[config.mk]
export PLATFORM = sky130hd
export DESIGN_NAME = dual8_timer
export DESIGN_NICKNAME = d
export VERILOG_FILES = /design/src/rtl/dt_pkg.sv /design/src/rtl/dt_counter.sv /design/src/rtl/dt_flag.sv /design/src/rtl/dt_regs.sv /design/src/rtl/dual8_timer.sv
export SDC_FILE = /design/constraint.sdc
export NUM_CORES = 1
export LEC_CHECK = 0
export BUFFER_PORTS_ARGS = -buffer_cell sky130_fd_sc_hd__buf_2
export CORE_MARGIN = 2
export CORE_UTILIZATION = 60
export CTS_CLUSTER_SIZE = 16
export DETAILED_ROUTE_END_ITERATION = 8
export GPL_TIMING_DRIVEN = 0
export PLACE_DENSITY = 0.8
export SETUP_SLACK_MARGIN = 0.5
export SYNTH_ARGS = -nofsm -noshare
export SYNTH_HDL_FRONTEND = slang
export SYNTH_HIERARCHICAL = 1
export SYNTH_SLANG_ARGS = --single-unit
[constraint.sdc]
create_clock -name clk -period 2.45 [get_ports clk]
set_clock_uncertainty 0.15 [all_clocks]
set_input_delay 0.49 -clock clk [delete_from_list [all_inputs] [get_ports clk]]
set_output_delay 0.49 -clock clk [all_outputs]
set_load 0.02 [all_outputs]
[src/rtl/dt_pkg.sv]
package dt_pkg;
  localparam int ADR_W = 3;
  localparam logic [ADR_W-1:0] A_CTRL   = 3'd0;
  localparam logic [ADR_W-1:0] A_CNT_LO = 3'd1;
  localparam logic [ADR_W-1:0] A_CNT_HI = 3'd2;
  localparam logic [ADR_W-1:0] A_CMP_LO = 3'd3;
  localparam logic [ADR_W-1:0] A_CMP_HI = 3'd4;

  // flag / event index order
  localparam int NFLAG   = 4;
  localparam int F_OVF_H = 0;
  localparam int F_CMP_H = 1;
  localparam int F_OVF_L = 2;
  localparam int F_CMP_L = 3;

  // enable bit positions in the control byte
  localparam int B_OVIE_H = 5;
  localparam int B_CLR_H  = 4;
  localparam int B_OVIE_L = 1;
  localparam int B_CLR_L  = 0;

  // control-byte position of flag i: 7,6,3,2
  function automatic int flag_pos(int i);
    return (i < 2) ? (7 - i) : (5 - i);
  endfunction
endpackage

[src/rtl/dt_counter.sv]
module dt_counter #(
  parameter int DW = 8
) (
  input  logic          clk,
  input  logic          rst_n,
  input  logic          mode16,
  input  logic          cnt_en,
  input  logic          clr_hi_en,
  input  logic          clr_lo_en,
  input  logic [DW-1:0] cmp_hi,
  input  logic [DW-1:0] cmp_lo,
  input  logic          wr_lo,
  input  logic          wr_hi,
  input  logic [DW-1:0] wdata,
  output logic [DW-1:0] cnt_hi,
  output logic [DW-1:0] cnt_lo,
  output logic [3:0]    evt
);
  import dt_pkg::*;
  localparam logic [DW-1:0] TOP = '1;

  logic [DW-1:0] lo_d, hi_d;
  logic adv, m_lo, m_hi, m_full;

  always_comb begin
    adv    = cnt_en & ~wr_lo & ~wr_hi;
    m_lo   = (cnt_lo == cmp_lo);
    m_hi   = (cnt_hi == cmp_hi);
    m_full = m_lo & m_hi;
    lo_d   = cnt_lo;
    hi_d   = cnt_hi;
    evt    = '0;
    if (wr_lo) lo_d = wdata;
    if (wr_hi) hi_d = wdata;
    if (adv) begin
      if (mode16) begin
        evt[F_CMP_L] = m_lo;
        evt[F_CMP_H] = m_full;
        if (clr_hi_en && m_full) begin
          lo_d = '0;
          hi_d = '0;
        end else begin
          lo_d = cnt_lo + 1'b1;
          if (cnt_lo == TOP) begin
            evt[F_OVF_L] = 1'b1;
            hi_d         = cnt_hi + 1'b1;
            evt[F_OVF_H] = (cnt_hi == TOP);
          end
        end
      end else begin
        evt[F_CMP_L] = m_lo;
        evt[F_CMP_H] = m_hi;
        if (clr_lo_en && m_lo) lo_d = '0;
        else begin
          lo_d         = cnt_lo + 1'b1;
          evt[F_OVF_L] = (cnt_lo == TOP);
        end
        if (clr_hi_en && m_hi) hi_d = '0;
        else begin
          hi_d         = cnt_hi + 1'b1;
          evt[F_OVF_H] = (cnt_hi == TOP);
        end
      end
    end
  end

  always_ff @(posedge clk or negedge rst_n) begin
    if (!rst_n) begin
      cnt_lo <= '0;
      cnt_hi <= '0;
    end else begin
      cnt_lo <= lo_d;
      cnt_hi <= hi_d;
    end
  end
endmodule

[src/rtl/dt_flag.sv]
module dt_flag (
  input  logic clk,
  input  logic rst_n,
  input  logic set_i,
  input  logic rd_i,
  input  logic clr_wr_i,
  output logic flag_o
);
  logic arm_q, arm_d, flag_d, consume;

  always_comb begin
    consume = clr_wr_i & arm_q;
    flag_d  = set_i | (flag_o & ~consume);
    arm_d   = consume ? 1'b0 : (arm_q | (rd_i & flag_o));
  end

  always_ff @(posedge clk or negedge rst_n) begin
    if (!rst_n) begin
      flag_o <= 1'b0;
      arm_q  <= 1'b0;
    end else begin
      flag_o <= flag_d;
      arm_q  <= arm_d;
    end
  end
endmodule

[src/rtl/dt_regs.sv]
module dt_regs #(
  parameter int DW = 8,
  parameter int AW = 3
) (
  input  logic          clk,
  input  logic          rst_n,
  input  logic [AW-1:0] addr,
  input  logic          wr_en,
  input  logic          rd_en,
  input  logic [DW-1:0] wdata,
  input  logic [3:0]    flags,
  input  logic [DW-1:0] cnt_hi,
  input  logic [DW-1:0] cnt_lo,
  output logic [DW-1:0] cmp_hi,
  output logic [DW-1:0] cmp_lo,
  output logic [3:0]    en_q,
  output logic          wr_ctrl,
  output logic          rd_ctrl,
  output logic          wr_lo,
  output logic          wr_hi,
  output logic [DW-1:0] rdata
);
  import dt_pkg::*;

  logic [7:0]    ctrl;
  logic [DW-1:0] rd_mux, cmp_hi_d, cmp_lo_d;
  logic [3:0]    en_d;

  always_comb begin
    wr_ctrl = wr_en && (addr == A_CTRL);
    rd_ctrl = rd_en && (addr == A_CTRL);
    wr_lo   = wr_en && (addr == A_CNT_LO);
    wr_hi   = wr_en && (addr == A_CNT_HI);
    ctrl    = {flags[F_OVF_H], flags[F_CMP_H], en_q[3], en_q[2],
               flags[F_OVF_L], flags[F_CMP_L], en_q[1], en_q[0]};
    cmp_hi_d = (wr_en && addr == A_CMP_HI) ? wdata : cmp_hi;
    cmp_lo_d = (wr_en && addr == A_CMP_LO) ? wdata : cmp_lo;
    en_d     = wr_ctrl ? {wdata[B_OVIE_H], wdata[B_CLR_H],
                          wdata[B_OVIE_L], wdata[B_CLR_L]} : en_q;
    case (addr)
      A_CTRL:   rd_mux = DW'(ctrl);
      A_CNT_LO: rd_mux = cnt_lo;
      A_CNT_HI: rd_mux = cnt_hi;
      A_CMP_LO: rd_mux = cmp_lo;
      A_CMP_HI: rd_mux = cmp_hi;
      default:  rd_mux = '0;
    endcase
  end

  always_ff @(posedge clk or negedge rst_n) begin
    if (!rst_n) begin
      cmp_hi <= '1;
      cmp_lo <= '1;
      en_q   <= '0;
      rdata  <= '0;
    end else begin
      cmp_hi <= cmp_hi_d;
      cmp_lo <= cmp_lo_d;
      en_q   <= en_d;
      if (rd_en) rdata <= rd_mux;
    end
  end
endmodule

[src/rtl/dual8_timer.sv]
module dual8_timer #(
  parameter int DW = 8,
  parameter int AW = 3
) (
  input  logic          clk,
  input  logic          rst_n,
  input  logic          mode16_i,
  input  logic          cnt_en_i,
  input  logic [AW-1:0] addr_i,
  input  logic          wr_en_i,
  input  logic          rd_en_i,
  input  logic [DW-1:0] wdata_i,
  output logic [DW-1:0] rdata_o,
  output logic          irq_hi_o,
  output logic          irq_lo_o
);
  import dt_pkg::*;

  logic          rst_meta, rst_sync_n;
  logic [DW-1:0] cnt_hi, cnt_lo, cmp_hi, cmp_lo;
  logic [3:0]    evt, flag_q, en_q;
  logic          wr_ctrl, rd_ctrl, wr_lo, wr_hi;

  // asynchronous assert, synchronous release
  always_ff @(posedge clk or negedge rst_n) begin
    if (!rst_n) begin
      rst_meta   <= 1'b0;
      rst_sync_n <= 1'b0;
    end else begin
      rst_meta   <= 1'b1;
      rst_sync_n <= rst_meta;
    end
  end

  dt_regs #(.DW(DW), .AW(AW)) u_regs (
    .clk(clk), .rst_n(rst_sync_n), .addr(addr_i), .wr_en(wr_en_i),
    .rd_en(rd_en_i), .wdata(wdata_i), .flags(flag_q), .cnt_hi(cnt_hi),
    .cnt_lo(cnt_lo), .cmp_hi(cmp_hi), .cmp_lo(cmp_lo), .en_q(en_q),
    .wr_ctrl(wr_ctrl), .rd_ctrl(rd_ctrl), .wr_lo(wr_lo), .wr_hi(wr_hi),
    .rdata(rdata_o)
  );

  dt_counter #(.DW(DW)) u_cnt (
    .clk(clk), .rst_n(rst_sync_n), .mode16(mode16_i), .cnt_en(cnt_en_i),
    .clr_hi_en(en_q[2]), .clr_lo_en(en_q[0]), .cmp_hi(cmp_hi),
    .cmp_lo(cmp_lo), .wr_lo(wr_lo), .wr_hi(wr_hi), .wdata(wdata_i),
    .cnt_hi(cnt_hi), .cnt_lo(cnt_lo), .evt(evt)
  );

  for (genvar i = 0; i < NFLAG; i++) begin : g_flag
    localparam int POS = flag_pos(i);
    dt_flag u_flag (
      .clk(clk), .rst_n(rst_sync_n), .set_i(evt[i]), .rd_i(rd_ctrl),
      .clr_wr_i(wr_ctrl & ~wdata_i[POS]), .flag_o(flag_q[i])
    );
  end

  assign irq_hi_o = flag_q[F_OVF_H] & en_q[3];
  assign irq_lo_o = flag_q[F_OVF_L] & en_q[1];
endmodule


==> impl_metrics.csv <==
group,metric,value,unit
synthesis,yosysTopAreaCell,"dfrtp_1",
setup_path,rr_worst_depth,8,
layout,diodes,0,
timing,worst_pin_slew,0.570,ns
timing,slew_headroom,61.8,%
grt,grt_pass1_vias,2544,
synthesis,synth_edf_count,0,
setup_path,slowest_stage,"dfrtp_1",
detailed_routing,vias,2750,
floorplan,rows,26,
synthesis,synth_top_cell_area_share,29.9,%
setup_path,max_stage_delay,0.43,ns
pwr,ir_worst_vdd,0.421,mV
setup_path,path_cells,"buf_4 -> xnor2_1 -> nand4_1 -> buf_4 -> nor3_4 -> a211oi_4 -> a211oi_2 -> o21ai_1",
run,drv_cap,0,
synthesis,synth.distinct_cells,52,
timing,setup_violations,0,
place,dpl.hpwl,5670,um
floorplan,die_h,76.8,um
timing,period_share,85.8,%
setup_path,r2r-start,"u_cnt/cnt_lo[1]$_DFFE_PN0P_",
detailed_routing,wl_per_cell,19.7,um
setup_path,cpMostUsedCell,"buf_4",
grt,antenna_found_initial,0,
synthesis,async_flop_share,100,%
clock_tree,clk_pin_slew,0.09,ns
synthesis,syn-cell-area,3180,um2
floorplan,pin_count,27,
synthesis,synth_most_common_cell,"dfrtp_1",
place,io_buffers,25,
floorplan,die_area,5890,um2
synthesis,syn_nets,328,
synthesis,synthCells,309,
timing,fmax,476,MHz
clock_tree,worst_skew_pair.late_latency,0.31,ns
detailed_routing,postRouteAntennaNets,0,
clock_tree,cts_tree,"built",
setup_path,required,2.50,ns
place,place.gp.congestion,0.941,
setup_path,cp-start-kind,"flop",
synthesis,syn-mean-instance-area,10.3,um2
setup_path,path_class,"flop to flop",
timing,setup_ws,0.349,ns
detailed_routing,drc,0,
setup_path,crit_cells,8,
grt,grt_util_all_layers,28.1,%
synthesis,synthTopCellsByCount,"dfrtp_1, a21oi_1, nor2_1, nand2_1, dfstp_2",
setup_path,worstPathArrival,2.15,ns
clock_tree,cts_buffer_depth,2,
timing,fin_crit,2.10,ns
setup_path,cp_num_buf_inv,2,
min_path,hold_class,"flop to asynchronous set/reset pin",
run_status,status,"finished, final reports clean",
setup_path,r2r_end,"u_cnt/cnt_hi[6]$_DFF_PN0_",
detailed_routing,dr.pass1.iters,6,
clock_tree,cts_buffers,5,
timing,rsz0062_at_grt,"yes",
setup_path,timing.reg2reg.setup_slack,0.35,ns
detailed_routing,via_per_inst,6.37,
layout,final_layout_size_suffix_gt1_share,40.1,%
synthesis,ys.flop_type,"dfrtp_1",
timing,slew_violations,0,
grt,grt_max_degree,36,
synthesis,synth_seq_cells,54,
place,post-place-ws,-0.0874,ns
clock_tree,clockRootBuffer,"clkbuf_8",
synthesis,synthTopCellsByArea,"dfrtp_1, dfstp_2, mux2i_1",
detailed_routing,routed_wl,8510,um
pwr,powerDensity,758,nW/um2
grt,grt_pass1_wl,12900,um
timing,finalHoldViolCount,0,
clock_tree,clock-sinks,54,
layout,areaGrowthSynthToFinish,22.4,%
floorplan,start_util,62.2,%
setup_path,cp_top_family,"compound AO/OA/AOI/OAI gates",
floorplan,die_w,76.8,um
grt,overflow,0,
setup_path,cp_max_fo,6,
layout,layout.nets,380,
synthesis,ys_warn_count,6,
pwr,p_leak,0.00162,uW
synthesis,yosysSeqAreaShare,43.2,%
floorplan,core_area,5110,um2
setup_path,cp-end-kind,"flop",
pwr,total_power,2950,uW
detailed_routing,drt-initial-drc-count,395,
clock_tree,htreeDepth,2,
-- cell type report --
| class | count | area (um2) |
|---|---|---|
| sequential | 54 | 1380 |
| inverter | 8 | 30.0 |
| multi-input combinational | 233 | 1870 |
| tap | 70 | 87.6 |
| clock buffer | 7 | 86.3 |
| buffer | 14 | 125 |
| timing repair buffer | 45 | 298 |
| fill | 358 | 1220 |
| clock inverter | 1 | 5.00 |
-- metal layers --
metal | part of all wire, % | up-vias | track usage, %
met1 | 43 | 1358 | 39.1
met5 | 0 | - | 0
met2 | 47 | 153 | 44.9
met4 | 2.6 | 0 | 9.82
li1 | - | 1209 | -
met3 | 7.9 | 30 | 4.12
-- through the flow --
step	area [um2]	utilization, %	hold slack [ns]	setup TNS [ns]	std cells
floorplan	3210	-	0.0444	0	309
detailed placement	3450	67.5	0.0626	-0.158	405
global placement	3420	67.1	0.125	-0.106	404
CTS	3660	71.6	0.0692	0	419
finish	3890	76.1	0.0503	0	432
global route	3890	76.1	0.0934	0	432
-- cell usage in the layout, fill, tap and decap left out, types with 3 or more instances in the layout --
cell type   n
a211oi_1    7
a21o_1      4
a21oi_1    20
a21oi_2     8
a221o_1     6
and2_1      5
and2b_2     4
and3_1      4
buf_2      29
buf_4      16
buf_6       8
clkbuf_1    3
clkbuf_8    6
dfrtp_1    29
dfrtp_2     9
dfstp_2    16
inv_1       7
mux2_1     13
mux2_4      8
mux2i_1    15
nand2_1    17
nand2_2     3
nand2b_1    6
nand3_1     7
nand3b_1   14
nor2_1     20
nor4_4      3
o21ai_0     3
o21ai_1     7
or2_2       3
xnor2_1     8
xor2_1      5
xor2_2      3
-- flip-flops by register name, indices dropped and copies added, names as in the netlist --
name	cells
g_flag.u_flag/arm_q	4
g_flag.u_flag/flag_o	4
rst_meta	1
rst_sync_n	1
u_cnt/cnt_hi	8
u_cnt/cnt_lo	8
u_regs/cmp_hi	8
u_regs/cmp_lo	8
u_regs/en_q	4
u_regs/rdata	8
-- power by group --
group / switching (uW) / internal (uW)
logic: 485 / 484
clock network: 286 / 229
registers: 306 / 1160
-- logic make-up after synthesis --
family,Yosys count,share of synthesized area (%)
flops,54,43.2
simple gates,106,19.3
buf+inv,22,3.74
xor+xnor,16,4.41
mux,36,13.1
compound gates,72,15.3
fa+ha+maj,2,0.788
other cells,1,0.118
-- repair_timing --
| item | CTS | global route |
|---|---|---|
| setup buffers | 4 | 13 |
| hold buffers | 1 | 0 |
| pin swaps | 7 | 20 |
| hold endpoints to repair | 2 | 0 |
| resized for setup | 19 | 32 |
| endpoints found under the setup margin | 17 | 17 |
| gates cloned | 1 | 0 |
-- worst max path at each step --
stage                                 start                                 to
3_5_place_dp                      addr_i[0]  g_flag[0].u_flag/flag_o$_DFF_PN0_
3_3_place_gp                      addr_i[1]  g_flag[0].u_flag/flag_o$_DFF_PN0_
5_1_grt           u_cnt/cnt_hi[1]$_DFF_PN0_  g_flag[0].u_flag/flag_o$_DFF_PN0_
4_1_cts        u_regs/cmp_hi[6]$_DFFE_PN1P_          u_cnt/cnt_hi[2]$_DFF_PN0_
2_1_floorplan                     addr_i[0]  g_flag[0].u_flag/flag_o$_DFF_PN0_
6_report        u_cnt/cnt_lo[1]$_DFFE_PN0P_          u_cnt/cnt_hi[6]$_DFF_PN0_
-- worst register-to-register path, stage by stage, from the launching register on --
cell and delay (ns):
dfrtp_1 0.43, buf_4 0.17, xnor2_1 0.18, nand4_1 0.13, buf_4 0.18, nor3_4 0.30
a211oi_4 0.15, a211oi_2 0.23, o21ai_1 0.08
Note: power is estimated with default switching activity, not from simulation.
